$ cat src/rtl/llsc_pkg.sv
package llsc_pkg;
  // Decisions taken by the control for one sampled cycle
  typedef struct packed {
    logic wrEn;        // aligned store with reservation armed
    logic resultValid; // aligned store completes
    logic resultBit;   // success value
    logic addrErr;     // misaligned store
    logic llCapture;   // load the link-address register
  } llscStrobes_t;
endpackage

$ cat src/rtl/llsc_ctrl.sv
module llsc_ctrl
  import llsc_pkg::*;
#(
  parameter int WORD_BYTES   = 4,
  parameter int DOUBLE_BYTES = 8
) (
  input  logic         clk,
  input  logic         rstN,
  input  logic         llValid,
  input  logic         scValid,
  input  logic         scIsDouble,
  input  logic [$clog2(DOUBLE_BYTES)-1:0] scAddrLow,
  input  logic         eretClr,
  output llscStrobes_t strobes,
  output logic         linkBit
);
  localparam int LOW_W = $clog2(DOUBLE_BYTES);
  localparam logic [LOW_W-1:0] WORD_MASK   = LOW_W'(WORD_BYTES - 1);
  localparam logic [LOW_W-1:0] DOUBLE_MASK = LOW_W'(DOUBLE_BYTES - 1);

  logic             linkQ;
  logic             linkNext;
  logic [LOW_W-1:0] alignMask;
  logic             misaligned;
  logic             scOk;

  always_comb begin
    alignMask  = scIsDouble ? DOUBLE_MASK : WORD_MASK;
    misaligned = |(scAddrLow & alignMask);
    scOk       = scValid && !misaligned;
  end

  always_comb begin
    strobes.wrEn        = scOk && linkQ;
    strobes.resultValid = scOk;
    strobes.resultBit   = linkQ;
    strobes.addrErr     = scValid && misaligned;
    strobes.llCapture   = llValid;
  end

  // Priority: exception return, then load-linked, then completed store
  always_comb begin
    if (eretClr)      linkNext = 1'b0;
    else if (llValid) linkNext = 1'b1;
    else if (scOk)    linkNext = 1'b0;
    else              linkNext = linkQ;
  end

  always_ff @(posedge clk) begin
    if (!rstN) linkQ <= 1'b0;
    else       linkQ <= linkNext;
  end

  assign linkBit = linkQ;

  AST_LL_ARMS: assert property (@(posedge clk) disable iff (!rstN)
    llValid && !eretClr |=> linkBit);
  AST_SC_DISARMS: assert property (@(posedge clk) disable iff (!rstN)
    strobes.resultValid && !llValid |=> !linkBit);
  AST_MISALIGN_KEEPS: assert property (@(posedge clk) disable iff (!rstN)
    strobes.addrErr && !llValid && !eretClr |=> $stable(linkBit));
  AST_ERET_WINS: assert property (@(posedge clk) disable iff (!rstN)
    eretClr |=> !linkBit);
  AST_ONE_OUTCOME: assert property (@(posedge clk) disable iff (!rstN)
    $countones({strobes.resultValid, strobes.addrErr}) <= 1);
endmodule

$ cat src/rtl/llsc_datapath.sv
module llsc_datapath
  import llsc_pkg::*;
#(
  parameter int PADDR_W    = 32,
  parameter int DATA_W     = 64,
  parameter int LINK_SHIFT = 4
) (
  input  logic                        clk,
  input  logic                        rstN,
  input  llscStrobes_t                strobes,
  input  logic [PADDR_W-1:0]          llAddr,
  input  logic [PADDR_W-1:0]          scAddr,
  input  logic [DATA_W-1:0]           scData,
  input  logic                        scIsDouble,
  output logic                        memWrEn,
  output logic [PADDR_W-1:0]          memWrAddr,
  output logic [DATA_W-1:0]           memWrData,
  output logic                        memWrDouble,
  output logic [DATA_W-1:0]           scResult,
  output logic                        scResultValid,
  output logic                        addrErrStore,
  output logic [PADDR_W-LINK_SHIFT-1:0] linkAddr
);
  localparam int LINK_W = PADDR_W - LINK_SHIFT;

  always_ff @(posedge clk) begin
    if (!rstN) begin
      memWrEn       <= 1'b0;
      scResultValid <= 1'b0;
      addrErrStore  <= 1'b0;
      scResult      <= '0;
      memWrAddr     <= '0;
      memWrData     <= '0;
      memWrDouble   <= 1'b0;
      linkAddr      <= '0;
    end else begin
      memWrEn       <= strobes.wrEn;
      scResultValid <= strobes.resultValid;
      addrErrStore  <= strobes.addrErr;
      scResult      <= strobes.resultValid ? DATA_W'(strobes.resultBit) : '0;
      if (strobes.wrEn) begin
        memWrAddr   <= scAddr;
        memWrData   <= scData;
        memWrDouble <= scIsDouble;
      end
      if (strobes.llCapture) linkAddr <= llAddr[PADDR_W-1:LINK_SHIFT];
    end
  end

  AST_WR_MEANS_PASS: assert property (@(posedge clk) disable iff (!rstN)
    memWrEn |-> scResultValid && scResult == DATA_W'(1));
  AST_RESULT_BINARY: assert property (@(posedge clk) disable iff (!rstN)
    scResult[DATA_W-1:1] == '0);
  AST_NO_WR_ON_ERR: assert property (@(posedge clk) disable iff (!rstN)
    addrErrStore |-> !memWrEn && !scResultValid);
  AST_LINK_ADDR_LOAD: assert property (@(posedge clk) disable iff (!rstN)
    strobes.llCapture |=> linkAddr == $past(llAddr[PADDR_W-1:LINK_SHIFT]));
  AST_WR_ONE_CYCLE: assert property (@(posedge clk) disable iff (!rstN)
    memWrEn && !strobes.wrEn |=> !memWrEn);
  initial assert (LINK_W > 0);
endmodule

$ cat src/rtl/llsc_monitor.sv
module llsc_monitor
  import llsc_pkg::*;
#(
  parameter int PADDR_W    = 32,
  parameter int DATA_W     = 64,
  parameter int LINK_SHIFT = 4
) (
  input  logic                          clk,
  input  logic                          rstN,
  input  logic                          llValid,
  input  logic [PADDR_W-1:0]            llAddr,
  input  logic                          scValid,
  input  logic                          scIsDouble,
  input  logic [PADDR_W-1:0]            scAddr,
  input  logic [DATA_W-1:0]             scData,
  input  logic                          eretClr,
  output logic                          memWrEn,
  output logic [PADDR_W-1:0]            memWrAddr,
  output logic [DATA_W-1:0]             memWrData,
  output logic                          memWrDouble,
  output logic [DATA_W-1:0]             scResult,
  output logic                          scResultValid,
  output logic                          addrErrStore,
  output logic [PADDR_W-LINK_SHIFT-1:0] linkAddr,
  output logic                          linkBit
);
  localparam int DOUBLE_BYTES = DATA_W / 8;
  localparam int WORD_BYTES   = DOUBLE_BYTES / 2;
  localparam int LOW_W        = $clog2(DOUBLE_BYTES);

  llscStrobes_t strobes;

  llsc_ctrl #(
    .WORD_BYTES  (WORD_BYTES),
    .DOUBLE_BYTES(DOUBLE_BYTES)
  ) u_ctrl (
    .clk       (clk),
    .rstN      (rstN),
    .llValid   (llValid),
    .scValid   (scValid),
    .scIsDouble(scIsDouble),
    .scAddrLow (scAddr[LOW_W-1:0]),
    .eretClr   (eretClr),
    .strobes   (strobes),
    .linkBit   (linkBit)
  );

  llsc_datapath #(
    .PADDR_W   (PADDR_W),
    .DATA_W    (DATA_W),
    .LINK_SHIFT(LINK_SHIFT)
  ) u_dp (
    .clk          (clk),
    .rstN         (rstN),
    .strobes      (strobes),
    .llAddr       (llAddr),
    .scAddr       (scAddr),
    .scData       (scData),
    .scIsDouble   (scIsDouble),
    .memWrEn      (memWrEn),
    .memWrAddr    (memWrAddr),
    .memWrData    (memWrData),
    .memWrDouble  (memWrDouble),
    .scResult     (scResult),
    .scResultValid(scResultValid),
    .addrErrStore (addrErrStore),
    .linkAddr     (linkAddr)
  );
endmodule

$ cat config.mk
export PLATFORM = sky130hd
export DESIGN_NAME = llsc_monitor
export DESIGN_NICKNAME = d
export VERILOG_FILES = /design/src/rtl/llsc_pkg.sv /design/src/rtl/llsc_ctrl.sv /design/src/rtl/llsc_datapath.sv /design/src/rtl/llsc_monitor.sv
export SDC_FILE = /design/constraint.sdc
export NUM_CORES = 1
export LEC_CHECK = 0
export BUFFER_PORTS_ARGS = -buffer_cell sky130_fd_sc_hd__buf_2
export CAP_MARGIN = 0
export CORE_AREA = 5 5 124 126
export CTS_BUF_LIST = sky130_fd_sc_hd__clkbuf_4
export DETAILED_ROUTE_END_ITERATION = 8
export DIE_AREA = 0 0 129 131
export PLACE_DENSITY = 0.73
export SYNTH_ARGS = -nofsm -noshare
export SYNTH_HDL_FRONTEND = slang
export SYNTH_SLANG_ARGS = --single-unit
$ cat constraint.sdc
create_clock -name clk -period 3.2 [get_ports clk]
set_input_delay 0.64 -clock clk [delete_from_list [all_inputs] [get_ports clk]]
set_output_delay 0.64 -clock clk [all_outputs]
set_load 0.05 [all_outputs]
==> impl_metrics.yaml, run 1 <==
floorplan:
  ioPinCount: 327
  num_rows: 44
  design.die.area_mm2: 0.0169
  start_util_pct: 38.7
  core_area_mm2: 0.0142
  die_w_um: 129
  die_h_um: 131
flow_run:
  drv_cap: 0
setup_path:
  path_max_fanout: 38
  r2r_start: "u_ctrl.linkBit"
  start_kind: "input pin"
  r2r_slack_ns: 1.68
  cp_data_arrival_time_ns: 2.33
  worstRegToRegCells: 3
  critPathRequiredTime_ns: 3.63
  endpoint_kind: "register"
  reg2reg_to: "u_dp.memWrAddr[25]"
  crit_type: "in -> reg"
clock_tree:
  numClockSinks: 130
  clockBufferDepth: 2
  root_buffer: "clkbuf_4"
  htree_levels: 4
  cts_made_buffers: 17
  ctsHoldBuffers: 0
  path_clk_slew_ns: 0.12
  ctsResizeCount: 0
  post_cts_buffers: 0
  clock_latency_ns: 0.51
  cts_tree: "done"
worst_hold_path:
  hp-start: "scAddr[22]"
  hold_path_end: "u_dp.memWrAddr[22]"
  hold_path_depth: 3
  hold_path.class: "in -> reg"
drt:
  drc: 0
  detailedRoute.firstPassIterationCount: 4
  ant_nets: 0
  drt_wl_total_mm: 13.1
  wl_per_cell_um: 12.7
  via_count: 4355
  avgViaCountPerCell: 4.24
  drtIter0Drc: 174
yosys:
  syn-cell-area_mm2: 0.00550
  ys_ff_latch: 130
  yosysSeqAreaShare_pct: 47.3
  yosysWarnings: 0
  syn_area_per_cell_um2: 9.37
  syn_inst: 587
  synth.distinct_cells: 19
timing:
  hold_viol: 0
  min_period_over_period_pct: 59.4
  tightest_slew_ns: 0.838
  fmax_mhz: 526
  fin_skew_ns: 0.0144
  slew_headroom_pct: 44.1
  maxSlewViolCount: 0
  period_minus_slack_ns: 1.90
  fin_setup_tns_ns: 0
  grt_setup_unrepaired: "no"
  finalSetupViolations: 0
layout:
  regArea_mm2: 0.00260
  final_core_utilization_pct: 48.4
  drive_gt1_share_pct: 34.4
  antenna_cells: 0
  fin_nets: 963
  multi_input_area_mm2: 0.00244
  final.fill_count: 1381
  syn_to_final_growth_pct: 25.1
pwr:
  power_switching_mw: 0.986
  p_int_mw: 2.15
  p_seq_share_pct: 53.0
  clock_power_share_pct: 30.4
  vdd_drop_max_mv: 0.190
  switching_share_pct: 31.4
  combinationalPowerShare_pct: 16.6
  leakage_nw: 3.36
  power.density_mw_per_mm2: 456
global_route:
  overflow: 0
  grtUsageTotal_pct: 14.3
  grt_max_degree: 93
  antenna_found_initial: 0
  grt_pass1_vias: 3887
  grt_first_pass_wirelength_mm: 19.1
placement:
  hpwl_mm: 9.55
  io_buffers: 259
  place_congestion: 0.731
outcome:
  status: "finished, final reports clean"
## cells in the mapped netlist
cell type,instances,area share (%)
nand2_1,191,13
dfxtp_1,130,47
mux2i_1,123,22
buf_4,70,9.6
nor2b_1,28,3.2
clkbuf_1,23,1.6
and3_1,4,0.45
buf_2,4,0.36
buf_8,3,0.82
and2_1,2,0.23
a211oi_2,1,0.23
a21boi_0,1,0.14
buf_1,1,0.068
buf_6,1,0.20
conb_1,1,0.068
inv_1,1,0.068
nand3_1,1,0.091
nor2_1,1,0.068
o211a_1,1,0.18
## kinds of logic after synthesis
logic type	count (synthesis)	share of synthesized area, %
AO/OA/AOI/OAI	3	0.546
buffers and inverters	103	12.6
flip-flops	130	47.3
multiplexers	123	22.4
other	1	0.0682
AND/OR/NAND/NOR	227	17.1
## state kept, by name, summed over array words and instances, names as in the netlist
signal              flops
u_ctrl.linkBit          1
u_dp.addrErrStore       1
u_dp.scResultValid      1
u_dp.memWrEn            1
u_dp.memWrAddr         32
u_dp.linkAddr          28
u_dp.memWrDouble        1
u_dp.memWrData         64
u_dp.scResult           1
## how the worst max path moves through the flow
stage	slack, ns	cells after the start	start	to
3_3_place_gp	0.78	5	scAddr[2]	u_dp.memWrAddr[16]
2_1_floorplan	1.43	6	scAddr[2]	u_dp.memWrData[45]
3_5_place_dp	0.74	5	scAddr[2]	u_dp.memWrAddr[5]
6_report	1.30	5	scAddr[2]	u_dp.memWrAddr[25]
5_1_grt	1.22	1	u_ctrl.linkBit	linkBit
4_1_cts	1.23	1	u_ctrl.linkBit	linkBit
## power by group through the flow
stage	combinational (mW)	sequential, mW	clock [mW]
2_1_floorplan	0.343	1.81	0
3_3_place_gp	0.518	1.70	0
3_5_place_dp	0.521	1.70	0
4_1_cts	0.522	1.66	1.00
5_1_grt	0.555	1.67	1.08
6_report	0.521	1.66	0.955
## through the flow
| step | setup WS, ns | power, mW | std cells | hold slack (ns) | area, um2 |
|---|---|---|---|---|---|
| 6_report | 1.30 | 3.14 | 1026 | 0.359 | 6880 |
| 3_5_place_dp | 0.742 | 2.22 | 994 | 0.446 | 6650 |
| 3_3_place_gp | 0.785 | 2.22 | 994 | 0.439 | 6650 |
| 2_1_floorplan | 1.43 | 2.15 | 649 | 0.673 | 5730 |
| 5_1_grt | 1.22 | 3.31 | 1026 | 0.280 | 6880 |
| 4_1_cts | 1.23 | 3.19 | 1026 | 0.289 | 6880 |
## cell usage in the layout (no fill, tap or decap), drive strengths merged, types with 2 or more instances in the layout
master	Yosys	layout
conb	1	63
clkbuf	23	18
clkinvlp	0	3
nand2	191	191
and2	2	2
dfxtp	130	130
mux2i	123	123
nor2b	28	28
clkinv	0	10
buf	79	263
and3	4	4
## layout make-up
| class | instances | area share [%] |
|---|---|---|
| inverter | 1 | 0.0546 |
| sequential | 130 | 37.8 |
| tap | 184 | 3.35 |
| timing repair buffer | 263 | 19.9 |
| clock inverter | 14 | 1.42 |
| clock buffer | 18 | 1.96 |
| multi-input combinational | 416 | 35.5 |
## metal layers
metal  global-route usage (%)  up-vias  wire length, um
li1                         -     2246                -
met1                     16.6     1928             5180
met5                        0        -                0
met4                     5.25        0              165
met2                     23.3      166             6410
met3                     6.30       15             1310
## worst max-delay path: stages
cell and delay [ns]:
buf_2 0.11, a211oi_2 0.48, and3_4 0.29, buf_4 0.51
mux2i_1 0.25
Power figures use the tool's default switching activity.
==> inputs of run 2 (changes only) <==
--- a/config.mk
+++ b/config.mk
@@ -7,11 +7,11 @@
 export LEC_CHECK = 0
 export BUFFER_PORTS_ARGS = -buffer_cell sky130_fd_sc_hd__buf_2
 export CAP_MARGIN = 0
-export CORE_AREA = 5 5 124 126
+export CORE_MARGIN = 5
+export CORE_UTILIZATION = 41
 export CTS_BUF_LIST = sky130_fd_sc_hd__clkbuf_4
 export DETAILED_ROUTE_END_ITERATION = 8
-export DIE_AREA = 0 0 129 131
-export PLACE_DENSITY = 0.73
+export PLACE_DENSITY = 0.79
 export SYNTH_ARGS = -nofsm -noshare
 export SYNTH_HDL_FRONTEND = slang
 export SYNTH_SLANG_ARGS = --single-unit
==> constraint.sdc (replaced) <==
create_clock -name clk -period 1.56 [get_ports clk]
set_input_delay 0.312 -clock clk [delete_from_list [all_inputs] [get_ports clk]]
set_output_delay 0.312 -clock clk [all_outputs]
set_load 0.05 [all_outputs]
==> run 2 against run 1 <==
Net effect: the flow now finishes with violations (setup timing); worst setup slack lost 1.3 ns; register-to-register slack lost 1.4 ns; cell count grew 13%; largest cell class is now non-clock buffers; highest routed layer unchanged; utilization grew 16 points; final area grew 23%; power grew 130%.
==> impl_metrics.yaml, run 2 (synthesis gave the netlist of run 1 again) <==
drt:
  drt_wl_total_mm: 17.4
  via_count: 5112
  drc: 0
  ant_nets: 0
  detailedRoute.firstPassIterationCount: 5
  drtIter0Drc: 231
  avgViaCountPerCell: 4.42
  wl_per_cell_um: 15.1
setup_path:
  r2r_start: "u_ctrl.linkBit"
  endpoint_kind: "register"
  critPathRequiredTime_ns: 2.01
  worstRegToRegCells: 4
  crit_end: "u_dp.memWrData[1]"
  cp_cell_sequence: "dlygate4sd3_1 -> buf_2 -> a211oi_4 -> and3_4 -> buf_12 -> buf_12 -> mux2i_1"
  worstSetupStartpoint: "scIsDouble"
  r2r_slack_ns: 0.31
  path_max_fanout: 10
  crit_top_cell: "buf_12"
  cp_data_arrival_time_ns: 2.01
  crit_path_top_delay_cell: "dlygate4sd3_1"
  crit_type: "in -> reg"
  slowest_delay_ns: 0.54
  start_kind: "input pin"
  reg2reg_to: "u_dp.memWrData[1]"
global_route:
  grt_max_degree: 84
  grt_first_pass_wirelength_mm: 26.7
  overflow: 0
  antenna_found_initial: 1
  grt_pass1_vias: 5352
  grtUsageTotal_pct: 21.2
outcome:
  violations: "setup timing"
  status: "finished, violations left"
timing:
  fmax_mhz: 639
  hold_viol: 0
  maxSlewViolCount: 0
  period_minus_slack_ns: 1.57
  finalSetupViolations: 2
  fin_skew_ns: 0.00945
  grt_setup_unrepaired: "no"
  setup_slack_ns: -0.00599
  min_period_over_period_pct: 100
layout:
  layout_commonest_cell: "buf_2"
  syn_to_final_growth_pct: 53.7
  largest_register_ffs: 64
  final.fill_count: 992
  reg_top3: "u_dp.memWrData x64, u_dp.memWrAddr x32, u_dp.linkAddr x28"
  fin_nets: 1101
  top_register: "u_dp.memWrData"
  layout_common_cells: "buf_2, nand2_1, dfxtp_1"
  drive_gt1_share_pct: 31.9
  final_core_utilization_pct: 64.1
clock_tree:
  post_cts_buffers: 0
  cts_made_buffers: 17
  root_buffer: "clkbuf_4"
  clockBufferDepth: 2
  htree_levels: 4
  path_clk_slew_ns: 0.11
  numClockSinks: 130
  cts_tree: "done"
  clock_latency_ns: 0.52
floorplan:
  die_h_um: 126
  die_w_um: 126
  start_util_pct: 41.7
  ioPinCount: 327
  core_area_mm2: 0.0132
  design.die.area_mm2: 0.0158
  num_rows: 42
placement:
  io_buffers: 259
  hpwl_mm: 10.5
  place_congestion: 0.777
pwr:
  power.density_mw_per_mm2: 835
  p_seq_share_pct: 48.3
  leakage_nw: 4.00
  vdd_drop_max_mv: 0.474
  p_int_mw: 4.94
  power_switching_mw: 2.13
  clock_power_share_pct: 32.2
  p_total_mw: 7.06
  combinationalPowerShare_pct: 19.5
  switching_share_pct: 30.1
flow_run:
  drv_cap: 0
worst_hold_path:
  hold_path.class: "in -> reg"
==> run 2: changes by cell type in the layout (fill, tap and decap cells not counted), moves of 2 or more <==
cell / change
buf_4: +13
clkbuf_4: +23
dlygate4sd3_1: +117
clkinv_1: -2
buf_12: +11
bufinv_16: +2
diode_2: +2
buf_2: -27
==> run 2: cell type report <==
type | count | area, um2 | area share, %
inverters | 1 | 3.75 | 0.0444
repair buffers | 401 | 2900 | 34.3
clock buffers | 17 | 128 | 1.51
multi-input cells | 416 | 2450 | 28.9
diodes | 2 | 5.00 | 0.0592
flip-flops and latches | 130 | 2600 | 30.8
well taps | 176 | 220 | 2.60
clock inverters | 14 | 146 | 1.73
==> run 2: worst max-delay path, delay by kind of cell <==
family | cells | cell delay (ns)
buffers and inverters | 4 | 0.99
AND/OR/NAND/NOR | 1 | 0.26
multiplexers | 1 | 0.22
AO/OA/AOI/OAI | 1 | 0.22
==> run 2: what timing repair did <==
action / CTS / global route
resized for setup: 1 / 29
pin swaps: 0 / 0
gates cloned: 0 / 0
hold endpoints to repair: 116 / 1
endpoints found under the setup margin: 1 / 32
hold buffers: 116 / 1
==> run 2: metrics by stage <==
step,TNS (ns),setup WS [ns],hold WS (ns),instance area [um2],cells
2_1_floorplan,0,0.0290,0.426,5730,649
3_3_place_gp,0,0.0369,0.439,6930,1007
3_5_place_dp,-0.0427,-0.0170,0.444,6930,1007
4_1_cts,0,0.0146,0.000131,8370,1154
5_1_grt,0,0.0000664,0.000617,8460,1156
6_report,-0.0113,-0.00599,0.0780,8460,1157
==> run 2: power groups by stage <==
stage / logic (mW) / registers, mW / clock network, mW
2_1_floorplan: 0.703 / 3.70 / 0
3_3_place_gp: 1.09 / 3.48 / 0
3_5_place_dp: 1.10 / 3.48 / 0
4_1_cts: 1.33 / 3.41 / 2.35
5_1_grt: 1.45 / 3.42 / 2.48
6_report: 1.38 / 3.41 / 2.27
==> run 2: worst min path at each step <==
stage	slack [ns]	startpoint	end	cells past startpoint
global placement	0.44	u_dp.memWrData[5]	u_dp.memWrData[5]	2
floorplan	0.43	scValid	u_dp.addrErrStore	2
detailed placement	0.44	u_dp.memWrData[49]	u_dp.memWrData[49]	2
CTS	0.0001	llAddr[14]	u_dp.linkAddr[10]	3
finish	0.08	llAddr[14]	u_dp.linkAddr[10]	3
global route	0.0006	scData[5]	u_dp.memWrData[5]	3
==> run 2: routing by layer <==
metal  part of all wire, %  GRT usage [%]  vias to the layer above
met5                     0              0                        -
met4                   4.6           12.7                        0
met3                   7.6           8.38                       62
met2                    53           38.3                      246
met1                    35           20.1                     2286
li1                      -              -                     2518
==> inputs of run 3 (changes only) <==
--- a/config.mk
+++ b/config.mk
@@ -12,6 +12,7 @@
 export CTS_BUF_LIST = sky130_fd_sc_hd__clkbuf_4
 export DETAILED_ROUTE_END_ITERATION = 8
 export PLACE_DENSITY = 0.79
+export REMOVE_ABC_BUFFERS = 1
 export SYNTH_ARGS = -nofsm -noshare
 export SYNTH_HDL_FRONTEND = slang
 export SYNTH_SLANG_ARGS = --single-unit
==> run 3 against run 2 <==
Net effect: the run now ends clean; maximum frequency up 7.7%; largest power group unchanged; register-to-register slack got worse by 0.06 ns; highest routed layer unchanged; critical endpoint is now memWrData[1]; clock skew rose by 0.0014 ns.
==> impl_metrics.yaml, run 3 (synthesis gave the netlist of run 1 again) <==
outcome:
  status: "finished, final reports clean"
timing:
  fin_skew_ns: 0.0108
  grt_setup_unrepaired: "no"
  fmax_mhz: 688
  maxSlewViolCount: 0
  hold_viol: 0
  finalSetupViolations: 0
  period_minus_slack_ns: 1.45
  min_period_over_period_pct: 93.2
worst_hold_path:
  hold_path.class: "in -> reg"
pwr:
  p_total_mw: 6.83
  power.density_mw_per_mm2: 850
  power_switching_mw: 2.02
  clock_power_share_pct: 30.8
  p_int_mw: 4.81
  vdd_drop_max_mv: 0.531
  leakage_nw: 3.86
  p_seq_share_pct: 49.9
  switching_share_pct: 29.6
  combinationalPowerShare_pct: 19.3
placement:
  place_congestion: 0.787
  hpwl_mm: 10.2
  dp_cells: 999
  io_buffers: 259
layout:
  largest_register_ffs: 64
  final.fill_count: 1033
  top_register: "u_dp.memWrData"
  syn_to_final_growth_pct: 46.1
  layout_commonest_cell: "buf_2"
  antenna_cells: 0
  stdcell_count: 1127
  drive_gt1_share_pct: 31.9
  reg_top3: "u_dp.memWrData x64, u_dp.memWrAddr x32, u_dp.linkAddr x28"
  layout_common_cells: "buf_2, nand2_1, dfxtp_1"
  fin_nets: 1074
global_route:
  antenna_found_initial: 0
  grt_pass1_vias: 5098
  grt_first_pass_wirelength_mm: 25.2
  grt_use_met3_pct: 7.75
  gr-max-usage-layer: "met2"
  overflow: 0
  grt_max_degree: 59
  grtUsageMet1_pct: 20.1
  grt_use_met2_pct: 35.3
  grtUsageTotal_pct: 19.6
floorplan:
  ioPinCount: 327
  core_area_mm2: 0.0132
  die_w_um: 126
  num_rows: 42
  design.die.area_mm2: 0.0158
  start_util_pct: 41.7
  die_h_um: 126
setup_path:
  crit_family: "flip-flops"
  cp_cell_sequence: "buf_2"
  crit_type: "reg -> out"
  path_max_fanout: 2
  start_kind: "register"
  crit_path_top_delay_cell: "dfxtp_1"
  slowest_delay_ns: 0.36
  crit_buf_inv: 1
  endpoint_kind: "primary output"
  critPathRequiredTime_ns: 1.25
  cp_data_arrival_time_ns: 1.14
drt:
  detailedRoute.firstPassIterationCount: 5
  drt_wl_total_mm: 16.3
  wl_per_cell_um: 14.5
  drc: 0
  avgViaCountPerCell: 4.42
  ant_nets: 0
  via_count: 4981
  drtIter0Drc: 180
clock_tree:
  htree_levels: 4
  numClockSinks: 130
  post_cts_buffers: 0
  cts_made_buffers: 17
  clock_latency_ns: 0.51
  root_buffer: "clkbuf_4"
  clockBufferDepth: 2
  path_clk_slew_ns: 0.11
  cts_tree: "done"
flow_run:
  drv_cap: 0
==> run 3: cell count changes in the layout (fill, tap and decap cells not counted), moves of 2 or more <==
cell and change:
buf_12 -8, buf_2 +13, buf_4 -2, clkbuf_4 -7, clkinv_2 -2, clkinvlp_4 -2
diode_2 -2, dlygate4sd3_1 -19
==> run 3: through the flow <==
stage | area [um2] | hold slack (ns) | utilization [%] | setup slack [ns] | TNS (ns)
after floorplan | 5040 | 0.426 | - | -2.84 | -275.10
after global placement | 6770 | 0.439 | 51.3 | -0.0182 | -0.238
after detailed placement | 6770 | 0.445 | 51.3 | -0.0975 | -2.00
after CTS | 8000 | 0.000117 | 60.6 | 0.0257 | 0
after global routing | 8040 | 0.00150 | 60.9 | 0.000781 | 0
final | 8040 | 0.0632 | 60.9 | 0.106 | 0
==> run 3: worst paths after layout <==
| path | slack [ns] | depth (start not counted) | to | start |
|---|---|---|---|---|
| worst min-delay path | 0.06 | 3 | u_dp.linkAddr[27] | llAddr[31] |
| worst max-delay path | 0.11 | 1 | memWrData[1] | u_dp.memWrData[1] |
| worst max register to register | 0.25 | 3 | u_dp.memWrAddr[24] | u_ctrl.linkBit |
| worst min register to register | 0.46 | 2 | u_dp.memWrAddr[6] | u_dp.memWrAddr[6] |
==> run 3: repair_timing <==
item	4_1_cts	5_1_grt
gates resized for setup	1	13
endpoints found under the setup margin	1	13
hold buffers	97	1
endpoints found under the hold margin	97	1
==> run 3: layout make-up <==
class	instances	area, um2	share of cell area, %
clock buffer	21	158	1.96
clock inverter	9	91.3	1.14
inverter	1	3.75	0.0467
multi-input combinational	416	2440	30.4
sequential	130	2600	32.4
tap	176	220	2.74
timing repair buffer	374	2520	31.4
==> run 3: power by group through the flow <==
| stage | combinational [mW] | sequential (mW) | clock [mW] |
|---|---|---|---|
| 2_1_floorplan | 0.496 | 3.70 | 0 |
| 3_3_place_gp | 1.08 | 3.48 | 0 |
| 3_5_place_dp | 1.10 | 3.48 | 0 |
| 4_1_cts | 1.29 | 3.41 | 2.19 |
| 5_1_grt | 1.40 | 3.42 | 2.33 |
| 6_report | 1.32 | 3.41 | 2.10 |
==> run 3: routing by layer <==
metal	wire length, um	vias to the layer above
li1	-	2457
met1	6120	2244
met2	8360	230
met3	1310	50
met4	551	0
met5	0	-
